`src/rtl/pbr_pkg.sv`:
```
package pbr_pkg;
   typedef enum logic [1:0] {
      K_MODE  = 2'd0,
      K_DRIVE = 2'd1,
      K_LEVEL = 2'd2,
      K_SENSE = 2'd3
   } reg_kind_e;

   typedef struct packed {
      logic      hit;
      logic      masked;
      reg_kind_e kind;
      logic [1:0] port;
   } dec_t;
endpackage

```
`src/rtl/pbr_sync.sv`:
```
module pbr_sync #(
   parameter int W = 32
) (
   input  logic         clk,
   input  logic         rst_n,
   input  logic [W-1:0] d,
   output logic [W-1:0] q
);
   logic [W-1:0] meta_q;

   always_ff @(posedge clk or negedge rst_n) begin
      if (!rst_n) begin
         meta_q <= '0;
         q      <= '0;
      end else begin
         meta_q <= d;
         q      <= meta_q;
      end
   end
endmodule

```
`src/rtl/pbr_decode.sv`:
```
module pbr_decode
   import pbr_pkg::*;
#(
   parameter int ADDR_W    = 8,
   parameter int ALIAS_OFS = 128,
   parameter int NUM_PORTS = 4
) (
   input  logic [ADDR_W-1:0] addr,
   output dec_t              dec
);
   localparam logic [ADDR_W-1:0] KEEP_BITS = ADDR_W'(ALIAS_OFS) | ADDR_W'(63);

   always_comb begin
      dec.masked = (addr & ADDR_W'(ALIAS_OFS)) != '0;
      dec.kind   = reg_kind_e'(addr[5:4]);
      dec.port   = addr[3:2];
      dec.hit    = ((addr & ~KEEP_BITS) == '0) && (int'(addr[3:2]) < NUM_PORTS);
      if (dec.masked && dec.kind == K_SENSE) dec.hit = 1'b0;
   end
endmodule

```
`src/rtl/pbr_port_reg.sv`:
```
module pbr_port_reg #(
   parameter int PINS   = 8,
   parameter int DATA_W = 32
) (
   input  logic              clk,
   input  logic              rst_n,
   input  logic [2:0]        wr,
   input  logic              masked,
   input  logic [DATA_W-1:0] wdata,
   output logic [PINS-1:0]   mode_q,
   output logic [PINS-1:0]   drive_q,
   output logic [PINS-1:0]   level_q
);
   logic [PINS-1:0] q [3];
   logic [PINS-1:0] sel_bits;
   logic [PINS-1:0] new_bits;

   assign sel_bits = wdata[2*PINS-1:PINS];
   assign new_bits = wdata[PINS-1:0];

   for (genvar k = 0; k < 3; k++) begin : g_reg
      always_ff @(posedge clk or negedge rst_n) begin
         if (!rst_n) begin
            q[k] <= '0;
         end else if (wr[k]) begin
            if (masked) q[k] <= (q[k] & ~sel_bits) | (new_bits & sel_bits);
            else        q[k] <= new_bits;
         end
      end

      AST_PLAIN_WRITE: assert property (@(posedge clk) disable iff (!rst_n)
         wr[k] && !masked |=> q[k] == $past(wdata[PINS-1:0]));
      AST_MASK_KEEP: assert property (@(posedge clk) disable iff (!rst_n)
         wr[k] && masked |=> ((q[k] ^ $past(q[k])) & ~$past(wdata[2*PINS-1:PINS])) == '0);
      AST_MASK_SET: assert property (@(posedge clk) disable iff (!rst_n)
         wr[k] && masked |=> ((q[k] ^ $past(wdata[PINS-1:0])) & $past(wdata[2*PINS-1:PINS])) == '0);
      AST_IDLE_HOLD: assert property (@(posedge clk) disable iff (!rst_n)
         !wr[k] |=> $stable(q[k]));
   end

   assign mode_q  = q[0];
   assign drive_q = q[1];
   assign level_q = q[2];
endmodule

```
`src/rtl/pin_bank_regs.sv`:
```
module pin_bank_regs
   import pbr_pkg::*;
#(
   parameter int PINS      = 8,
   parameter int NUM_PORTS = 4,
   parameter int ADDR_W    = 8,
   parameter int DATA_W    = 32,
   parameter int ALIAS_OFS = 128
) (
   input  logic                      clk,
   input  logic                      rst_n,
   input  logic                      bus_sel,
   input  logic                      bus_we,
   input  logic [ADDR_W-1:0]         bus_addr,
   input  logic [DATA_W-1:0]         bus_wdata,
   output logic [DATA_W-1:0]         bus_rdata,
   input  logic [PINS*NUM_PORTS-1:0] pad_in,
   output logic [PINS*NUM_PORTS-1:0] pad_out,
   output logic [PINS*NUM_PORTS-1:0] pad_oe
);
   localparam int NPAD = PINS * NUM_PORTS;

   if (PINS > 8 || 2 * PINS > DATA_W) begin : g_bad_pins
      $error("PINS must be at most 8 and fit twice into DATA_W");
   end
   if (NUM_PORTS < 1 || NUM_PORTS > 4) begin : g_bad_ports
      $error("NUM_PORTS must be 1 to 4");
   end
   if (ALIAS_OFS < 64 || (ALIAS_OFS & (ALIAS_OFS - 1)) != 0 || ALIAS_OFS >= (1 << ADDR_W)) begin : g_bad_alias
      $error("ALIAS_OFS must be a power of two from 64 inside the address space");
   end

   dec_t            dec;
   logic [NPAD-1:0] sense_q;
   logic [PINS-1:0] mode_q  [NUM_PORTS];
   logic [PINS-1:0] drive_q [NUM_PORTS];
   logic [PINS-1:0] level_q [NUM_PORTS];
   logic [PINS-1:0] rd_byte;
   logic            wr_go;

   pbr_decode #(.ADDR_W(ADDR_W), .ALIAS_OFS(ALIAS_OFS), .NUM_PORTS(NUM_PORTS)) u_decode (
      .addr (bus_addr),
      .dec  (dec)
   );

   pbr_sync #(.W(NPAD)) u_sync (
      .clk   (clk),
      .rst_n (rst_n),
      .d     (pad_in),
      .q     (sense_q)
   );

   assign wr_go = bus_sel && bus_we && dec.hit;

   for (genvar p = 0; p < NUM_PORTS; p++) begin : g_port
      logic [2:0] wr;
      logic       here;
      assign here  = wr_go && (int'(dec.port) == p);
      assign wr[0] = here && dec.kind == K_MODE;
      assign wr[1] = here && dec.kind == K_DRIVE;
      assign wr[2] = here && dec.kind == K_LEVEL;

      pbr_port_reg #(.PINS(PINS), .DATA_W(DATA_W)) u_port (
         .clk     (clk),
         .rst_n   (rst_n),
         .wr      (wr),
         .masked  (dec.masked),
         .wdata   (bus_wdata),
         .mode_q  (mode_q[p]),
         .drive_q (drive_q[p]),
         .level_q (level_q[p])
      );

      assign pad_out[p*PINS +: PINS] = level_q[p];
      assign pad_oe[p*PINS +: PINS]  = mode_q[p] & drive_q[p];
   end

   always_comb begin
      rd_byte = '0;
      for (int p = 0; p < NUM_PORTS; p++) begin
         if (dec.hit && int'(dec.port) == p) begin
            unique case (dec.kind)
               K_MODE:  rd_byte = mode_q[p];
               K_DRIVE: rd_byte = drive_q[p];
               K_LEVEL: rd_byte = level_q[p];
               K_SENSE: rd_byte = sense_q[p*PINS +: PINS];
            endcase
         end
      end
   end

   always_ff @(posedge clk or negedge rst_n) begin
      if (!rst_n)                bus_rdata <= '0;
      else if (bus_sel && !bus_we) bus_rdata <= {{(DATA_W-PINS){1'b0}}, rd_byte};
   end

   AST_RD_UPPER_ZERO: assert property (@(posedge clk) disable iff (!rst_n)
      bus_rdata[DATA_W-1:PINS] == '0);
   AST_RD_HOLD: assert property (@(posedge clk) disable iff (!rst_n)
      !(bus_sel && !bus_we) |=> $stable(bus_rdata));
endmodule

```
`config.mk`:
```
export PLATFORM = sky130hd
export DESIGN_NAME = pin_bank_regs
export DESIGN_NICKNAME = d
export VERILOG_FILES = /design/src/rtl/pbr_pkg.sv /design/src/rtl/pbr_sync.sv /design/src/rtl/pbr_decode.sv /design/src/rtl/pbr_port_reg.sv /design/src/rtl/pin_bank_regs.sv
export SDC_FILE = /design/constraint.sdc
export NUM_CORES = 1
export LEC_CHECK = 0
export BUFFER_PORTS_ARGS = -buffer_cell sky130_fd_sc_hd__buf_2
export CAP_MARGIN = 40
export CORE_ASPECT_RATIO = 0.6
export CORE_MARGIN = 3
export CORE_UTILIZATION = 58
export CTS_CLUSTER_SIZE = 28
export DETAILED_ROUTE_END_ITERATION = 10
export GPL_ROUTABILITY_DRIVEN = 1
export GPL_TIMING_DRIVEN = 0
export PLACE_DENSITY = 0.95
export SYNTH_ARGS = -nofsm -noshare
export SYNTH_HDL_FRONTEND = slang
export SYNTH_SLANG_ARGS = --single-unit
```
`constraint.sdc`:
```
create_clock -name clk -period 3.3 [get_ports clk]
set_clock_uncertainty 0.05 [all_clocks]
set_input_delay 0.33 -clock clk [delete_from_list [all_inputs] [get_ports clk]]
set_output_delay 0.33 -clock clk [all_outputs]
set_load 0.005 [all_outputs]
```
# == Word-level counts from Yosys, hierarchy flattened ==
# Index checks and enable logic that the tools add are counted.
# classes
bitwise_logic,30
n_eq_ne,6
muxes,21
reduce_logical,28
# ops
operator,n
$and A8 B8 Y8,17
$mux W8,16
$pmux W8 S4,4
$or A8 B8 Y8,12
$logic_and A1 B1 Y1,24
$eq A2 B2 Y1 const B,4
$logic_not A8 Y1,1
$not A8 Y8,1
$eq A2 B1 Y1 const B,2
$logic_not A2 Y1,2
$logic_not A1 Y1,1
$mux W1,1
# totals
in_bits,76
wordCells,100
register_bits,168

# == Logic depth before layout (Yosys ltp) ==
# Gate-level depths: netlist (run 1).
# logic_depth
word_depth,8
depth_mapped,7

# == By module ==
# From an unflattened synthesis (run 1), not the netlist that was laid out.
# hier_totals
cells_unflattened,582
area_unflattened_um2,7644.8
# modules_own_cells
module,cells_each,area_per_inst_um2,seq_area_each_um2,instances
pbr_port_reg,83,1026.0,600.6,4
pin_bank_regs,180,1895.6,200.2,1
pbr_sync,64,1601.5,1601.5,1
pbr_decode,6,43.8,0.0,1

# == Worst setup path before layout (run 1) ==
# Ideal clock, no wire load.
# synth_timing
path_kind,in2reg
start,input bus_addr[4]
end,register (tool-made name)
required_ns,3.125
setup_ns,0.125
stages,5
arrival_time_ns,1.550
path_buffers,1
slack_ns,1.575
path_cell_list,buf_6 a311oi_4 nand3_1 nor2_1 mux2_2
# synth_rtl
item,line,source
"start, declared",pin_bank_regs.sv:14,"input logic [ADDR_W-1:0] bus_addr,"

==> results by group, run 1 <==
STA
  – Max Freq: 470 MHz
  – Hold Fails Final Rpt: 0
  – Period utilisation layout: 0.645
  – Slew @ Worst Pin: 0.791 ns
  – Final setup TNS: 0 ns
  – Unrepaired setup endpoints after global routing: no
  – Final Max Slew Viols: 0
  – Slew HR: 0.471
  – Fin Hold WS: 0.111 ns
  – Final setup fails: 0
  – Final min period: 2.13 ns

Worst setup path
  – Critical Path RT: 3.57 ns
  – CP Capture Type: register
  – Critical R2R Capture: bus_rdata[1]$_DFFE_PN0P_
  – Startpoint Class: input port
  – Worst R2R Path Depth: 4
  – Worst Path Max Fanout: 10
  – Arrival time at the worst endpoint: 2.40 ns
  – CP Class: in2reg
  – Setup slack, reg-to-reg: 1.61 ns

Clocking
  – Clock transition at path regs: 0.07 ns
  – Clk sink count: 168
  – H-tree depth: 4
  – CTS buffer count: 17
  – CTS tree: built
  – Clock latency on the worst-skew pair: 0.43 ns
  – Setup bufs post-CTS: 0
  – Clock root buffer: clkbuf_16
  – Max clock buf depth: 2

Logic synthesis
  – Synthesized area: 7680 sq um
  – Synth unique cells: 39
  – Seq/Total Area, Yosys: 0.547
  – Yosys synthesis warning count: 0
  – Avg Cell Area, Syn: 13.3 sq um
  – Post-synthesis instance total: 576
  – Prevailing post-synth register cell: dfrtp_1
  – Number of enable flip-flop cells after synthesis: 0
  – #FFs+latches synth: 168
  – Ys async rst share: 1.00

Die
  – Die width: 155 microns
  – # IOs: 172
  – Starting density of the core: 0.615
  – Row count: 31
  – Die Span Y: 95.1 microns
  – Total die area: 14700 sq um
  – CORE AREA: 12500 sq um

Pwr
  – Combinational share of power: 0.127
  – Total power: 4.97 mW
  – Sequential share of power: 0.475
  – Switching share of total power: 0.266
  – Clk network pwr share: 0.398
  – Leakage: 4.79 nW
  – P_int: 3.64 mW
  – Pwr/cell area: 520 nW/um^2
  – Worst IR Drop VDD: 0.000366 V
  – Switch Pwr: 1.32 mW

Outcome
  – Run status: complete, no violations

Min path
  – Hold WC Path Type: in2reg
  – Hold Startpoint: bus_wdata[5]
  – Hold Crit Depth: 2

GRT
  – Global-route wire length before repair: 32600 microns
  – Initial antenna violation count: 0
  – Total grt overflow: 0
  – Largest net degree at the start of global routing: 92
  – GRT Util Overall: 0.299
  – Vias in the first global route: 5716

Route
  – DRT Pass-1 Iters: 5
  – Vias per cell: 5.87
  – Post-Route WL: 21200 microns
  – DR iter-0 viols: 567
  – Routed wire per std cell: 22.2 microns
  – DRC viols: 0
  – Antenna-violating nets left: 0
  – Vias: 5618

Flow run
  – Max-Cap Viols: 0

Final layout
  – Ratio of cells with drive above 1 in the final layout: 0.403
  – Synth-to-Final Area Change: 24.5%
  – Ant. Diodes: 0
  – Nets: 855
  – Commonest non-fill, non-tap cell in the layout: dfrtp_1
  – Most frequent cells in the layout: 168 x dfrtp_1, 132 x buf_2, 82 x mux2_2
  – Final instance area: 9560 sq um

Place
  – Hpwl dp: 14400 microns
  – RePlAce Congestion: 0.898
  – Port Buffer Count: 127
  – Cell Area, Placed: 8640 sq um
==> power groups by stage <==
stage / logic (mW) / clock network (mW) / registers [mW]
floorplan: 0.346 / 0 / 2.35
global placement: 0.556 / 0 / 2.37
detailed placement: 0.586 / 0 / 2.39
CTS: 0.625 / 1.98 / 2.35
global route: 0.675 / 2.07 / 2.38
finish: 0.629 / 1.98 / 2.36
==> cells in the mapped netlist, drive strengths merged, types with 4 or more instances <==
master | instances | area, sq um
a211oi | 4 | 30.0
a21oi | 8 | 40.0
a311oi | 5 | 61.3
a31oi | 4 | 25.0
and2 | 33 | 206
and3 | 6 | 37.5
and4 | 4 | 35.0
buf | 43 | 335
clkbuf | 21 | 80.1
dfrtp | 168 | 4200
mux2 | 96 | 1100
mux2i | 4 | 40.0
mux4 | 32 | 751
nand2 | 35 | 131
nand2b | 9 | 56.3
nand3 | 15 | 100
nor2 | 61 | 229
nor2b | 8 | 50.1
o21ai | 5 | 25.0
o41a | 4 | 45.0
==> cell families (layout without fill, tap and decap cells) <==
kind of cell,after synthesis,count (layout),synth area share
AND/OR/NAND/NOR,180,180,0.121
flip-flops,168,168,0.547
multiplexers,132,132,0.247
buffers and inverters,65,258,0.0546
AO/OA/AOI/OAI,30,30,0.0295
other,1,24,0.000488
==> layer usage <==
layer,global-route usage,part of all wire,up-vias
met3,0.0730,0.11,60
met1,0.420,0.41,2813
met5,0,0,-
met2,0.471,0.46,358
met4,0.0926,0.023,0
li1,-,-,2387
==> layout make-up <==
| cell class | count | area [sq um] |
|---|---|---|
| plain buffers | 64 | 415 |
| clock buffers | 18 | 429 |
| clock inverters | 14 | 158 |
| fillers | 751 | 2930 |
| inverters | 1 | 3.75 |
| multi-input cells | 366 | 3140 |
| flip-flops and latches | 168 | 4200 |
| well taps | 165 | 206 |
| repair buffers | 161 | 1000 |
==> worst max path at each step <==
stage | start | to | slack (ns) | cells past startpoint
floorplan | bus_addr[4] | register | 1.58 | 5
global placement | rst_n | u_sync.meta_q[19]$_DFF_PN0_ | -0.48 | 1
detailed placement | bus_addr[4] | register | 0.83 | 6
CTS | bus_addr[4] | register | 1.24 | 6
global route | bus_addr[4] | register | 1.13 | 6
finish | bus_addr[4] | register | 1.17 | 6
==> worst max-delay path, cell delays in order <==
cell and delay (ns):
buf_2 0.12, buf_6 0.16, a311oi_4 0.42, nand3_1 0.65, nor2_1 0.34, mux2_2 0.37
==> per-stage QoR <==
stage,worst slack [ns],utilization,std cells
CTS,1.24,0.765,957
floorplan,1.58,-,599
detailed placement,0.826,0.692,892
finish,1.17,0.765,957
global placement,-0.484,0.689,891
global route,1.13,0.765,957
==> timing repair <==
item                                    CTS  global route
resized for setup                         0             0
hold buffers                             33             0
endpoints found under the setup margin    0             0
hold endpoints to repair                109             0
Power figures use the tool's default switching activity.
==> run 2, diff against run 1 <==
--- a/config.mk
+++ b/config.mk
@@ -9,12 +9,12 @@
 export CAP_MARGIN = 40
 export CORE_ASPECT_RATIO = 0.6
 export CORE_MARGIN = 3
-export CORE_UTILIZATION = 58
+export CORE_UTILIZATION = 54
 export CTS_CLUSTER_SIZE = 28
 export DETAILED_ROUTE_END_ITERATION = 10
 export GPL_ROUTABILITY_DRIVEN = 1
 export GPL_TIMING_DRIVEN = 0
-export PLACE_DENSITY = 0.95
+export PLACE_DENSITY = 0.9
 export SYNTH_ARGS = -nofsm -noshare
 export SYNTH_HDL_FRONTEND = slang
 export SYNTH_SLANG_ARGS = --single-unit
==> constraint.sdc (replaced) <==
create_clock -name clk -period 2 [get_ports clk]
set_clock_uncertainty 0.05 [all_clocks]
set_input_delay 0.2 -clock clk [delete_from_list [all_inputs] [get_ports clk]]
set_output_delay 0.2 -clock clk [all_outputs]
set_load 0.005 [all_outputs]
==> run 2 against run 1 <==
  * Sequential power is 64% higher
  * Cell area is 1.5% higher
  * Register-to-register slack worse by 1.4 ns
  * Non-clock buffer count is 7 higher
  * Clock power is 71% higher
  * Combinational power is 65% higher
  * Routed wire length is 0.33% lower
  * Critical path depth stayed put
  * Total power is 67% higher
  * Sequential share of layout area is 0.65 points lower
  * Die area is 7.0% higher
  * Critical path type unchanged
  * Largest cell class unchanged
==> results by group, run 2 (synthesized netlist as in run 1, its figures left out) <==
GRT
  – Largest net degree at the start of global routing: 96
  – Vias in the first global route: 5624
  – Global-route wire length before repair: 32300 microns
  – Total grt overflow: 0
  – Initial antenna violation count: 0
  – GRT Util Overall: 0.274

Route
  – Vias: 5620
  – DRT Pass-1 Iters: 5
  – Routed wire per std cell: 21.3 microns
  – DRC viols: 0
  – Post-Route WL: 21200 microns
  – DR iter-0 viols: 580
  – Vias per cell: 5.67
  – Antenna-violating nets left: 0

Worst setup path
  – Critical R2R Capture: bus_rdata[2]$_DFFE_PN0P_
  – Slowest stage cell, crit path: nand3_1
  – CP Capture Type: register
  – Startpoint Class: input port
  – Setup slack, reg-to-reg: 0.26 ns
  – Arrival time at the worst endpoint: 2.21 ns
  – Worst R2R Path Depth: 4
  – Max incr delay on CP: 0.57 ns
  – Crit path cell chain: buf_2 -> buf_6 -> a311oi_4 -> nand3_1 -> nor2_1 -> mux2_2
  – Worst Path Max Fanout: 10
  – Crit path launch: bus_addr[4]
  – Critical Path RT: 2.27 ns
  – CP Class: in2reg

Min path
  – Hold WC Path Type: in2reg
  – Hold Startpoint: bus_wdata[1]
  – Hold Crit Depth: 2

Clocking
  – Clk sink count: 168
  – CTS tree: built
  – Clock transition at path regs: 0.07 ns
  – H-tree depth: 4
  – Max clock buf depth: 2
  – CTS buffer count: 17
  – Clock root buffer: clkbuf_16
  – Clock latency on the worst-skew pair: 0.44 ns

Die
  – Starting density of the core: 0.557
  – Die width: 160 microns
  – CORE AREA: 13800 sq um
  – Total die area: 15700 sq um
  – # IOs: 172
  – Die Span Y: 98.4 microns
  – Row count: 33

Final layout
  – Commonest non-fill, non-tap cell in the layout: dfrtp_1
  – Synth-to-Final Area Change: 26.3%
  – Layout filler cell count: 982
  – Ratio of cells with drive above 1 in the final layout: 0.403
  – Sequential Area: 4200 sq um
  – Ant. Diodes: 0
  – Most frequent cells in the layout: 168 x dfrtp_1, 132 x buf_2, 82 x mux2_2
  – Nets: 862
  – Final Util: 0.704
  – Multi-input logic area: 3150 sq um

STA
  – Final min period: 1.94 ns
  – Unrepaired setup endpoints after global routing: no
  – Period utilisation layout: 0.970
  – Hold Fails Final Rpt: 0
  – Max Freq: 515 MHz
  – Slew HR: 0.479
  – Fin Hold WS: 0.0202 ns
  – Final Max Slew Viols: 0
  – Final setup TNS: 0 ns
  – Final worst slack: 0.0601 ns
  – Slew @ Worst Pin: 0.779 ns
  – Final setup fails: 0

Outcome
  – Run status: complete, no violations

Place
  – Placement Setup Slack: -0.352 ns
  – RePlAce Congestion: 0.903
  – Port Buffer Count: 127
  – Hpwl dp: 13700 microns

Pwr
  – Total power: 8.31 mW
  – Leakage: 4.84 nW
  – Pwr/cell area: 857 nW/um^2
  – Worst IR Drop VDD: 0.000550 V

Flow run
  – Max-Cap Viols: 0
-- run 2: worst max-delay path by stage --
stage | end | slack (ns) | cells after the start
after floorplan | register | 0.41 | 5
after global placement | async pin | -1.81 | 1
after detailed placement | register | -0.35 | 6
after CTS | register | 0.07 | 6
after global routing | register | 0.001 | 5
final | register | 0.06 | 6
-- run 2: power breakdown --
part           total [mW]  internal (mW)  switching (mW)  leakage (nW)
Sequential           3.88           3.69           0.192          2.14
Combinational        1.04          0.561           0.481          2.40
Clock                3.39           1.83            1.56         0.302
-- run 2: what timing repair did --
action	CTS	global route
setup buffers	0	0
hold endpoints to repair	119	0
hold buffers	40	0
endpoints found under the setup margin	0	6
gates resized for setup	0	2
-- run 2: through the flow --
step                cell area [sq um]  cells
global placement                 8640    918
floorplan                        7760    599
finish                           9700    991
detailed placement               8680    919
global route                     9700    991
CTS                              9690    991
-- run 2: worst max-delay path, delay by kind of cell --
family	cells	cell delay (ns)
AOI/OAI and AO/OA	1	0.46
muxes	1	0.36
and+or+nand+nor	2	0.90
buffers and inverters	2	0.29
-- run 2: area by class of cell --
| type | instances | share of cell area |
|---|---|---|
| clock buffer | 18 | 0.0453 |
| timing repair buffer | 168 | 0.111 |
| sequential | 168 | 0.433 |
| clock inverter | 14 | 0.0179 |
| inverter | 1 | 0.000387 |
| tap | 192 | 0.0248 |
| buffer | 64 | 0.0428 |
| multi-input combinational | 366 | 0.325 |
-- run 2: routing by layer --
metal	track usage	routed length, microns
met3	0.0856	2320
met1	0.407	9180
met5	0	0
met2	0.401	9310
met4	0.0633	343
